==> src/rtl/tx_seq_pkg.sv <==
package tx_seq_pkg;

    typedef enum logic [1:0] {
        ST_IDLE     = 2'd0,
        ST_DEBOUNCE = 2'd1,
        ST_SEND     = 2'd2,
        ST_WAIT_REL = 2'd3
    } seq_state_e;

endpackage

==> src/rtl/tx_seed_policy.sv <==
// Seed eligibility: button match, sticky counter limit, production mode.
module tx_seed_policy #(
    parameter int CNT_W      = 20,
    parameter int SEED_LIMIT = 127
) (
    input  logic             clk,
    input  logic             rst_n,
    input  logic [CNT_W-1:0] sync_cnt,
    input  logic [3:0]       code,
    input  logic [3:0]       cfg_seed_btn,
    input  logic             cfg_seed_limit,
    input  logic             cfg_seed_prod,
    input  logic             delay_on,
    output logic             seed_ok,
    output logic             prod_on,
    output logic             inc_req
);

    logic past_d, past_q, past_now;

    // counter has exceeded the limit now or at any time since reset
    assign past_now = past_q || (sync_cnt > CNT_W'(SEED_LIMIT));

    always_comb begin
        past_d = past_now;
    end

    always_ff @(posedge clk) begin
        if (!rst_n) past_q <= 1'b0;
        else        past_q <= past_d;
    end

    assign seed_ok = (cfg_seed_btn != 4'b0000) && (code == cfg_seed_btn)
                     && !(cfg_seed_limit && past_now);
    assign prod_on = cfg_seed_prod && !past_now;
    assign inc_req = !seed_ok || prod_on || delay_on;

endmodule

==> src/rtl/tx_led_blinker.sv <==
// Indicator LED: on-interval / off-interval cycle, battery-low single flash.
module tx_led_blinker #(
    parameter int LED_UNIT_MS = 50,
    parameter int LED_OFF_MS  = 500
) (
    input  logic clk,
    input  logic rst_n,
    input  logic ms_tick,
    input  logic active,
    input  logic cfg_led_long,
    input  logic batt_low,
    input  logic cfg_blink_low,
    output logic led_n
);

    localparam int ON_MAX = 2 * LED_UNIT_MS;
    localparam int LW     = $clog2(((ON_MAX > LED_OFF_MS) ? ON_MAX : LED_OFF_MS) + 1);

    typedef struct packed {
        logic          act;
        logic          on_ph;
        logic          flashed;
        logic [LW-1:0] cnt;
    } led_t;

    led_t d, q;
    logic [LW-1:0] on_lim;

    always_comb begin
        on_lim = cfg_led_long ? LW'(ON_MAX) : LW'(LED_UNIT_MS);
        d      = q;
        d.act  = active;
        if (!active) begin
            d.on_ph   = 1'b0;
            d.flashed = 1'b0;
            d.cnt     = '0;
        end else if (!q.act) begin
            d.on_ph   = 1'b1;
            d.flashed = 1'b0;
            d.cnt     = '0;
        end else if (ms_tick) begin
            if (q.on_ph) begin
                if (q.cnt >= on_lim - 1'b1) begin
                    d.on_ph   = 1'b0;
                    d.flashed = 1'b1;
                    d.cnt     = '0;
                end else begin
                    d.cnt = q.cnt + 1'b1;
                end
            end else begin
                if (q.cnt >= LW'(LED_OFF_MS - 1)) begin
                    d.on_ph = 1'b1;
                    d.cnt   = '0;
                end else begin
                    d.cnt = q.cnt + 1'b1;
                end
            end
        end
    end

    always_ff @(posedge clk) begin
        if (!rst_n) q <= '0;
        else        q <= d;
    end

    assign led_n = !(q.act && q.on_ph && (!batt_low || (cfg_blink_low && !q.flashed)));

endmodule

==> src/rtl/tx_session_seq.sv <==
module tx_session_seq
    import tx_seq_pkg::*;
#(
    parameter int DB_MS       = 20,
    parameter int TO_UNIT_MS  = 800,
    parameter int LED_UNIT_MS = 50,
    parameter int LED_OFF_MS  = 500,
    parameter int CNT_W       = 20,
    parameter int SEED_LIMIT  = 127
) (
    input  logic             clk,
    input  logic             rst_n,
    input  logic             ms_tick,
    input  logic [3:0]       btn,
    input  logic             word_done,
    input  logic [CNT_W-1:0] sync_cnt,
    input  logic             batt_low,
    input  logic [1:0]       cfg_min_words,
    input  logic [1:0]       cfg_timeout,
    input  logic [3:0]       cfg_seed_btn,
    input  logic [1:0]       cfg_seed_delay,
    input  logic             cfg_seed_limit,
    input  logic             cfg_seed_prod,
    input  logic             cfg_rfen_en,
    input  logic             cfg_led_long,
    input  logic             cfg_blink_low,
    output logic             word_start,
    output logic             word_seed,
    output logic             word_abort,
    output logic [3:0]       word_btn,
    output logic             cnt_inc,
    output logic             rf_en,
    output logic             led_n
);

    localparam int DB_W   = $clog2(DB_MS + 1);
    localparam int TO_MAX = TO_UNIT_MS * 32;
    localparam int TO_W   = $clog2(TO_MAX + 1);
    localparam int WC_W   = 5;

    typedef struct packed {
        seq_state_e      st;
        logic [DB_W-1:0] db_cnt;
        logic [TO_W-1:0] to_cnt;
        logic [TO_W-1:0] sd_cnt;
        logic [3:0]      code;
        logic [WC_W-1:0] wcnt;
        logic [WC_W-1:0] rel_cnt;
        logic            start;
        logic            seed;
        logic            abort;
        logic            inc;
    } seq_t;

    seq_t d, q;

    logic [TO_W-1:0] to_lim, sd_lim;
    logic [WC_W-1:0] min_w, wc_nxt, rc_nxt;
    logic [3:0]      cand_code;
    logic            btn_new, seed_ok, prod_on, inc_req, launch, fin;

    // configuration-derived limits
    always_comb begin
        case (cfg_timeout)
            2'd0:    to_lim = TO_W'(TO_UNIT_MS);
            2'd1:    to_lim = TO_W'(TO_UNIT_MS * 4);
            2'd2:    to_lim = TO_W'(TO_UNIT_MS * 16);
            default: to_lim = TO_W'(TO_UNIT_MS * 32);
        endcase
        case (cfg_seed_delay)
            2'd0:    sd_lim = '0;
            2'd1:    sd_lim = TO_W'(TO_UNIT_MS);
            2'd2:    sd_lim = TO_W'(TO_UNIT_MS * 2);
            default: sd_lim = TO_W'(TO_UNIT_MS * 4);
        endcase
        min_w = WC_W'(1) << cfg_min_words;
    end

    assign btn_new   = (q.st == ST_SEND) && (btn != 4'b0000) && (btn != q.code);
    assign cand_code = ((q.st == ST_SEND) && !btn_new) ? q.code : btn;

    tx_seed_policy #(
        .CNT_W      (CNT_W),
        .SEED_LIMIT (SEED_LIMIT)
    ) u_policy (
        .clk            (clk),
        .rst_n          (rst_n),
        .sync_cnt       (sync_cnt),
        .code           (cand_code),
        .cfg_seed_btn   (cfg_seed_btn),
        .cfg_seed_limit (cfg_seed_limit),
        .cfg_seed_prod  (cfg_seed_prod),
        .delay_on       (cfg_seed_delay != 2'd0),
        .seed_ok        (seed_ok),
        .prod_on        (prod_on),
        .inc_req        (inc_req)
    );

    always_comb begin
        d       = q;
        d.start = 1'b0;
        d.abort = 1'b0;
        d.inc   = 1'b0;
        launch  = 1'b0;

        wc_nxt = (q.wcnt == '1) ? q.wcnt : q.wcnt + 1'b1;
        if (btn == 4'b0000 && q.rel_cnt != '1) rc_nxt = q.rel_cnt + 1'b1;
        else                                   rc_nxt = q.rel_cnt;
        if (seed_ok && prod_on)
            fin = (btn == 4'b0000) && (wc_nxt >= {min_w[WC_W-2:0], 1'b0});
        else
            fin = (btn == 4'b0000) && (rc_nxt >= min_w);

        case (q.st)
            ST_IDLE: begin
                if (btn != 4'b0000) begin
                    d.st     = ST_DEBOUNCE;
                    d.db_cnt = '0;
                end
            end
            ST_DEBOUNCE: begin
                if (btn == 4'b0000) begin
                    d.st = ST_IDLE;
                end else if (ms_tick) begin
                    if (q.db_cnt == DB_W'(DB_MS - 1)) launch = 1'b1;
                    else                              d.db_cnt = q.db_cnt + 1'b1;
                end
            end
            ST_SEND: begin
                if (ms_tick) begin
                    if (q.to_cnt != '1) d.to_cnt = q.to_cnt + 1'b1;
                    if (q.sd_cnt != '1) d.sd_cnt = q.sd_cnt + 1'b1;
                end
                if (btn_new) begin
                    d.abort = 1'b1;
                    launch  = 1'b1;
                end else if (word_done) begin
                    if (q.to_cnt >= to_lim) begin
                        d.st = ST_WAIT_REL;
                    end else if (fin) begin
                        d.st = ST_IDLE;
                    end else begin
                        d.start   = 1'b1;
                        d.wcnt    = wc_nxt;
                        d.rel_cnt = rc_nxt;
                        d.seed    = seed_ok && (prod_on ? (wc_nxt >= min_w)
                                                        : (q.sd_cnt >= sd_lim));
                    end
                end
            end
            ST_WAIT_REL: begin
                if (btn == 4'b0000) d.st = ST_IDLE;
            end
            default: d.st = ST_IDLE;
        endcase

        if (launch) begin
            d.st      = ST_SEND;
            d.code    = btn;
            d.to_cnt  = '0;
            d.sd_cnt  = '0;
            d.wcnt    = '0;
            d.rel_cnt = '0;
            d.start   = 1'b1;
            d.inc     = inc_req;
            d.seed    = seed_ok && !prod_on && (sd_lim == '0);
        end
    end

    always_ff @(posedge clk) begin
        if (!rst_n) q <= '{st: ST_IDLE, default: '0};
        else        q <= d;
    end

    tx_led_blinker #(
        .LED_UNIT_MS (LED_UNIT_MS),
        .LED_OFF_MS  (LED_OFF_MS)
    ) u_led (
        .clk           (clk),
        .rst_n         (rst_n),
        .ms_tick       (ms_tick),
        .active        (q.st == ST_SEND),
        .cfg_led_long  (cfg_led_long),
        .batt_low      (batt_low),
        .cfg_blink_low (cfg_blink_low),
        .led_n         (led_n)
    );

    assign word_start = q.start;
    assign word_seed  = q.seed;
    assign word_abort = q.abort;
    assign word_btn   = q.code;
    assign cnt_inc    = q.inc;
    assign rf_en      = cfg_rfen_en && (q.st == ST_SEND);

endmodule

==> config.mk <==
export PLATFORM = sky130hd
export DESIGN_NAME = tx_session_seq
export DESIGN_NICKNAME = d
export VERILOG_FILES = /design/src/rtl/tx_seq_pkg.sv /design/src/rtl/tx_seed_policy.sv /design/src/rtl/tx_led_blinker.sv /design/src/rtl/tx_session_seq.sv
export SDC_FILE = /design/constraint.sdc
export NUM_CORES = 1
export LEC_CHECK = 0
export BUFFER_PORTS_ARGS = -buffer_cell sky130_fd_sc_hd__buf_2
export CORE_MARGIN = 1
export CORE_UTILIZATION = 60
export CTS_BUF_LIST = sky130_fd_sc_hd__clkbuf_8
export DETAILED_ROUTE_END_ITERATION = 6
export PLACE_DENSITY_LB_ADDON = 0.15
export SLEW_MARGIN = 30
export SYNTH_ARGS = -nofsm -noshare
export SYNTH_HDL_FRONTEND = slang
export SYNTH_HIERARCHICAL = 1
export SYNTH_SLANG_ARGS = --single-unit
==> constraint.sdc <==
create_clock -name clk -period 3.85 [get_ports clk]
set_input_delay 0.1925 -clock clk [delete_from_list [all_inputs] [get_ports clk]]
set_output_delay 0.1925 -clock clk [all_outputs]
set_load 0.05 [all_outputs]
-- Word level (Yosys, flattened, before mapping)
Cells that the tools add are included.
Widths: inputs -> output; s select.
- output and inout port bits: 10
- bits in registers: 68
- shift-type cells: 1
- reduce and logical (&&, ||, !) cells: 54
- equal/unequal tests: 31
- bitwise operators: 4
- multiplexer cells: 40
- add/subtract/negate cells: 7
- $lt $le $gt $ge: 8
- operators with widths (kind ; count):
    $pmux 15 s3 ; 1
    $pmux 12 s3 ; 1
    $add 15x1->15 const B ; 2
    $ge 15x15->1 ; 2
    $ne 15x15->1 const B ; 2
    $mux 9 ; 3
    $mux 5 ; 5
    $reduce_and 5->1 ; 5
    $mux 2 ; 12
    $mux 11 ; 2
    $gt 20x7->1 const B ; 1
    $logic_and 1x1->1 ; 18
    $ne 2x2->1 const B ; 9
    $add 5x1->5 const B ; 3
    $ge 5x5->1 ; 3
    $logic_not 15->1 ; 1
    $mux 7 ; 2
    $ne 3x3->1 const B ; 4
    $reduce_and 3->1 ; 4
    $eq 5x5->1 const B ; 2
    $pmux 5 s2 ; 1
    $add 9x1->9 const B ; 1
    $ge 9x9->1 ; 1
    $ge 9x9->1 const B ; 1
    other kinds (24) ; 59

-- Depth between registers and ports, before layout
- word-level depth: 17
- mapped depth: 14
- depth with buffers taken out: 13

-- By module
The synthesis kept the hierarchy.
- modules (own cells, without submodules) (module ; cells each ; times used ; area each (µm²)):
    tx_session_seq ; 448 ; 1 ; 3734.8
    tx_led_blinker ; 95 ; 1 ; 783.3
    tx_seed_policy ; 18 ; 1 ; 151.4

-- Worst setup path after synthesis
No wires, ideal clock.
- path type: register to register
- start: reg q[53] (netlist name)
- end: reg q[7] (netlist name)
- slack: 0.627 ns
- data required time: 3.729 ns
- clock period less this slack: 3.223 ns
- path buffers: 1
- cell stages (with the launch flop): 13
- arrival: 3.101 ns
- cell sequence: dfxtp_1 -> inv_1 -> ha_1 -> clkbuf_1 -> a31o_2 -> or3_1 -> a221oi_2 -> nand4b_1 -> a221o_1 -> a31oi_1 -> o32ai_2 -> or3_1 -> mux2_4

==> results.md <==
- Status: finished, final reports clean
- Vias per cell: slightly above 6
- Fillers: approximately 600
- CP arrival: roughly 3.7 ns
- CTS Hold Bufs: 0
- P_sw: between 300 and 400 uW
- Asr flop ratio synth: 0%
- Die height: around 90 um
- Actual slew at the worst max-slew pin: 0.696 ns
- # nets final: around 690
- Final Slew Violations: 0
- Minimum clock period: approximately 3.5 ns
- Row count: 31
- First drt pass iteration count: 4
- Biggest cell delay along the critical path: between 0.5 and 0.6 ns
- Power per cell area: 284 nW/um^2
- Cell area after synthesis: about 4700 um^2
- Total nets after synthesis: ~650
- WL final: ~10 mm
- Worst EP required: 4.09 ns
- Final hold vios: 0
- RePlAce Congestion: about 0.85
- #FFs+latches synth: between 60 and 70
- Leak pwr: 0.00211 uW
- Port Buf Inserts: between 40 and 50
- Final setup violation count: 0
- Sequential share of power: around 49%
- Post-CTS setup buffers: 0
- Setup Skew: roughly 0.0094 ns
- Starting Density: a little under two thirds
- Via count: 4270
- WS Path Type: reg2reg
- Core area: roughly 7400 um^2
- Max Fclk: a little under 300 MHz
- Later-pin clock latency in the skew report: 0.35 ns
- Hold crit path type: in2reg
- N_diodes: 0
- I/O pin count: 54
- Clock share of power: between 30 and 40%
- Syn_area_per_cell: approximately 8.3 um^2
- Max-cap violations: 0
- Post-cts resize count: 0
- HPWL Detailed: ~7.6 mm
- Initial antenna violation count: 0
- CP max-delay cell: o32ai_2
- RSZ-0062 raised after global routing: false
- GRT Resource Usage Total: about a quarter
- Worst path most repeated cell: ha_1
- Critical Path, Cell by Cell: ha_1 -> and3_1 -> ha_1 -> nor2_1 -> mux2_2 -> ha_1 -> nand2_1 -> o21ai_0 -> a221oi_2 -> o32ai_2 -> or3_1 -> mux2_4
- Grt ovf: 0
- Crit. End Element: register
- Routed Antenna Nets: 0
- Routed wire length per instance: 14.9 um
- Clock transition at path regs: approximately 0.080 ns
- Htree depth: 3
- Slew headroom: between 50% and 60%
- Die Footprint: between 8000 and 9000 um^2
- Die span in x: about 90 um
- Synth Instances: 561
- Pin count of the biggest net entering global routing: 44
- Clk root buf: clkbuf_8
- Setup TNS Final: 0 ns
- Comb power frac: 10.9%
- Cell-internal power: 1060 uW
- Area grow syn2layout: 9.11%
- Post-synthesis sequential area ratio: around 30%
- Vias in the first global route: around 4000
- Synth unique cells: between 70 and 80
- CTS Sinks: 68
- Layout cells sized above 1: about 15%
- Initial drt markers: about 230
- Worst setup SP type: register
- Worst-path fanout max: 9
- Final core occ: between 60% and 70%
- Total CTS buffers: 9
- Sw Ratio: a little over a quarter
- Number of synthesized flops with an enable pin: 0
- Max clock buf depth: 2
- CTS tree: done
- First-pass GRT wire length: around 18 mm
- Prevailing post-synth register cell: dfxtp_1
- Yosys warns: 6
- # DRC: 0
- Peak VDD IR: roughly 220 uV
- Period utilisation layout: approximately nine tenths
==> cell families (layout without fill, tap and decap cells) <==
family                   after synthesis  after routing  share of synthesized area, %
AO/OA/AOI/OAI                        104            104                          16.5
XOR/XNOR                              37             37                          6.94
buffers and inverters                 64            103                          6.11
adder cells (fa/ha/maj)               48             48                          12.9
flip-flops                            68             68                          29.2
multiplexers                          10             10                          2.33
AND/OR/NAND/NOR                      230            230                          26.1
==> layer usage <==
metal | share of wire (%) | track usage, %
met1 | 44 | 30.8
met2 | 50 | 47.6
met3 | 4.5 | 4.74
met4 | 1.8 | 9.68
met5 | 0 | 0
==> placed cells by master (no fill, tap or decap), drive strengths merged, types with 9 or more instances in the layout <==
cell type,instances
xor2,14
and3,14
buf,49
nand4,26
o21ai,17
a21oi,27
nand2,49
nor4,9
inv,39
nor2,58
nand3,16
ha,48
xnor2,23
clkbuf,9
dfxtp,68
nor3,19
==> power groups by stage <==
stage	logic, uW	registers [uW]	clock network [uW]
3_3_place_gp	148	728	0
4_1_cts	157	712	592
6_report	157	712	577
3_5_place_dp	154	728	0
2_1_floorplan	101	727	0
5_1_grt	175	713	613
==> final cells by class <==
class	instances	area, um^2	share of cell area (%)
multi-input combinational	429	3020	59.3
sequential	68	1360	26.7
timing repair buffer	49	253	4.96
inverter	38	143	2.80
clock buffer	9	124	2.43
tap	99	124	2.43
clock inverter	7	67.6	1.33
==> per-stage QoR <==
stage / total power, uW / std cells / setup slack [ns] / cell area (um^2) / hold WS (ns)
6_report: 1450 / 699 / 0.389 / 5090 / 0.171
5_1_grt: 1500 / 699 / 0.178 / 5090 / 0.157
4_1_cts: 1460 / 699 / 0.402 / 5090 / 0.148
3_5_place_dp: 883 / 683 / 0.309 / 4900 / 0.459
3_3_place_gp: 876 / 683 / 0.410 / 4900 / 0.454
2_1_floorplan: 828 / 561 / 0.627 / 4670 / 0.306
==> cells in the mapped netlist (14+ instances only) <==
cell type	instances	area [um^2]
dfxtp_1	68	1360
nor2_1	58	218
nand2_1	49	184
ha_1	48	601
inv_1	37	139
a21oi_1	27	135
nand4_1	26	163
xnor2_1	23	201
nor3_1	19	95.1
nand3_1	16	80.1
o21ai_0	15	75.1
and3_1	14	87.6
xor2_1	14	123
==> critical path, delay by kind of cell (launching register included) <==
kind	cells	cell delay, ns
AO/OA/AOI/OAI	3	0.81
adder cells (fa/ha/maj)	3	0.71
flip-flops	1	0.36
multiplexers	2	0.70
AND/OR/NAND/NOR	4	0.77
==> worst paths after layout <==
kind                                   to  slack (ns)       from  depth (start not counted)
worst max register to register       q[7]        0.39       q[4]                         12
worst min-delay path              cnt_inc        0.17      rst_n                          3
worst min register to register  word_seed        0.48  word_seed                          2
worst max-delay path                 q[7]        0.39       q[4]                         12
==> flip-flops by register name, summed over array words and instances (netlist names) <==
name             count
u_led/q             12
word_abort           1
cnt_inc              1
word_seed            1
u_policy/past_q      1
q                   47
word_start           1
word_btn             4
No activity file was read; power rests on OpenSTA's default activity.
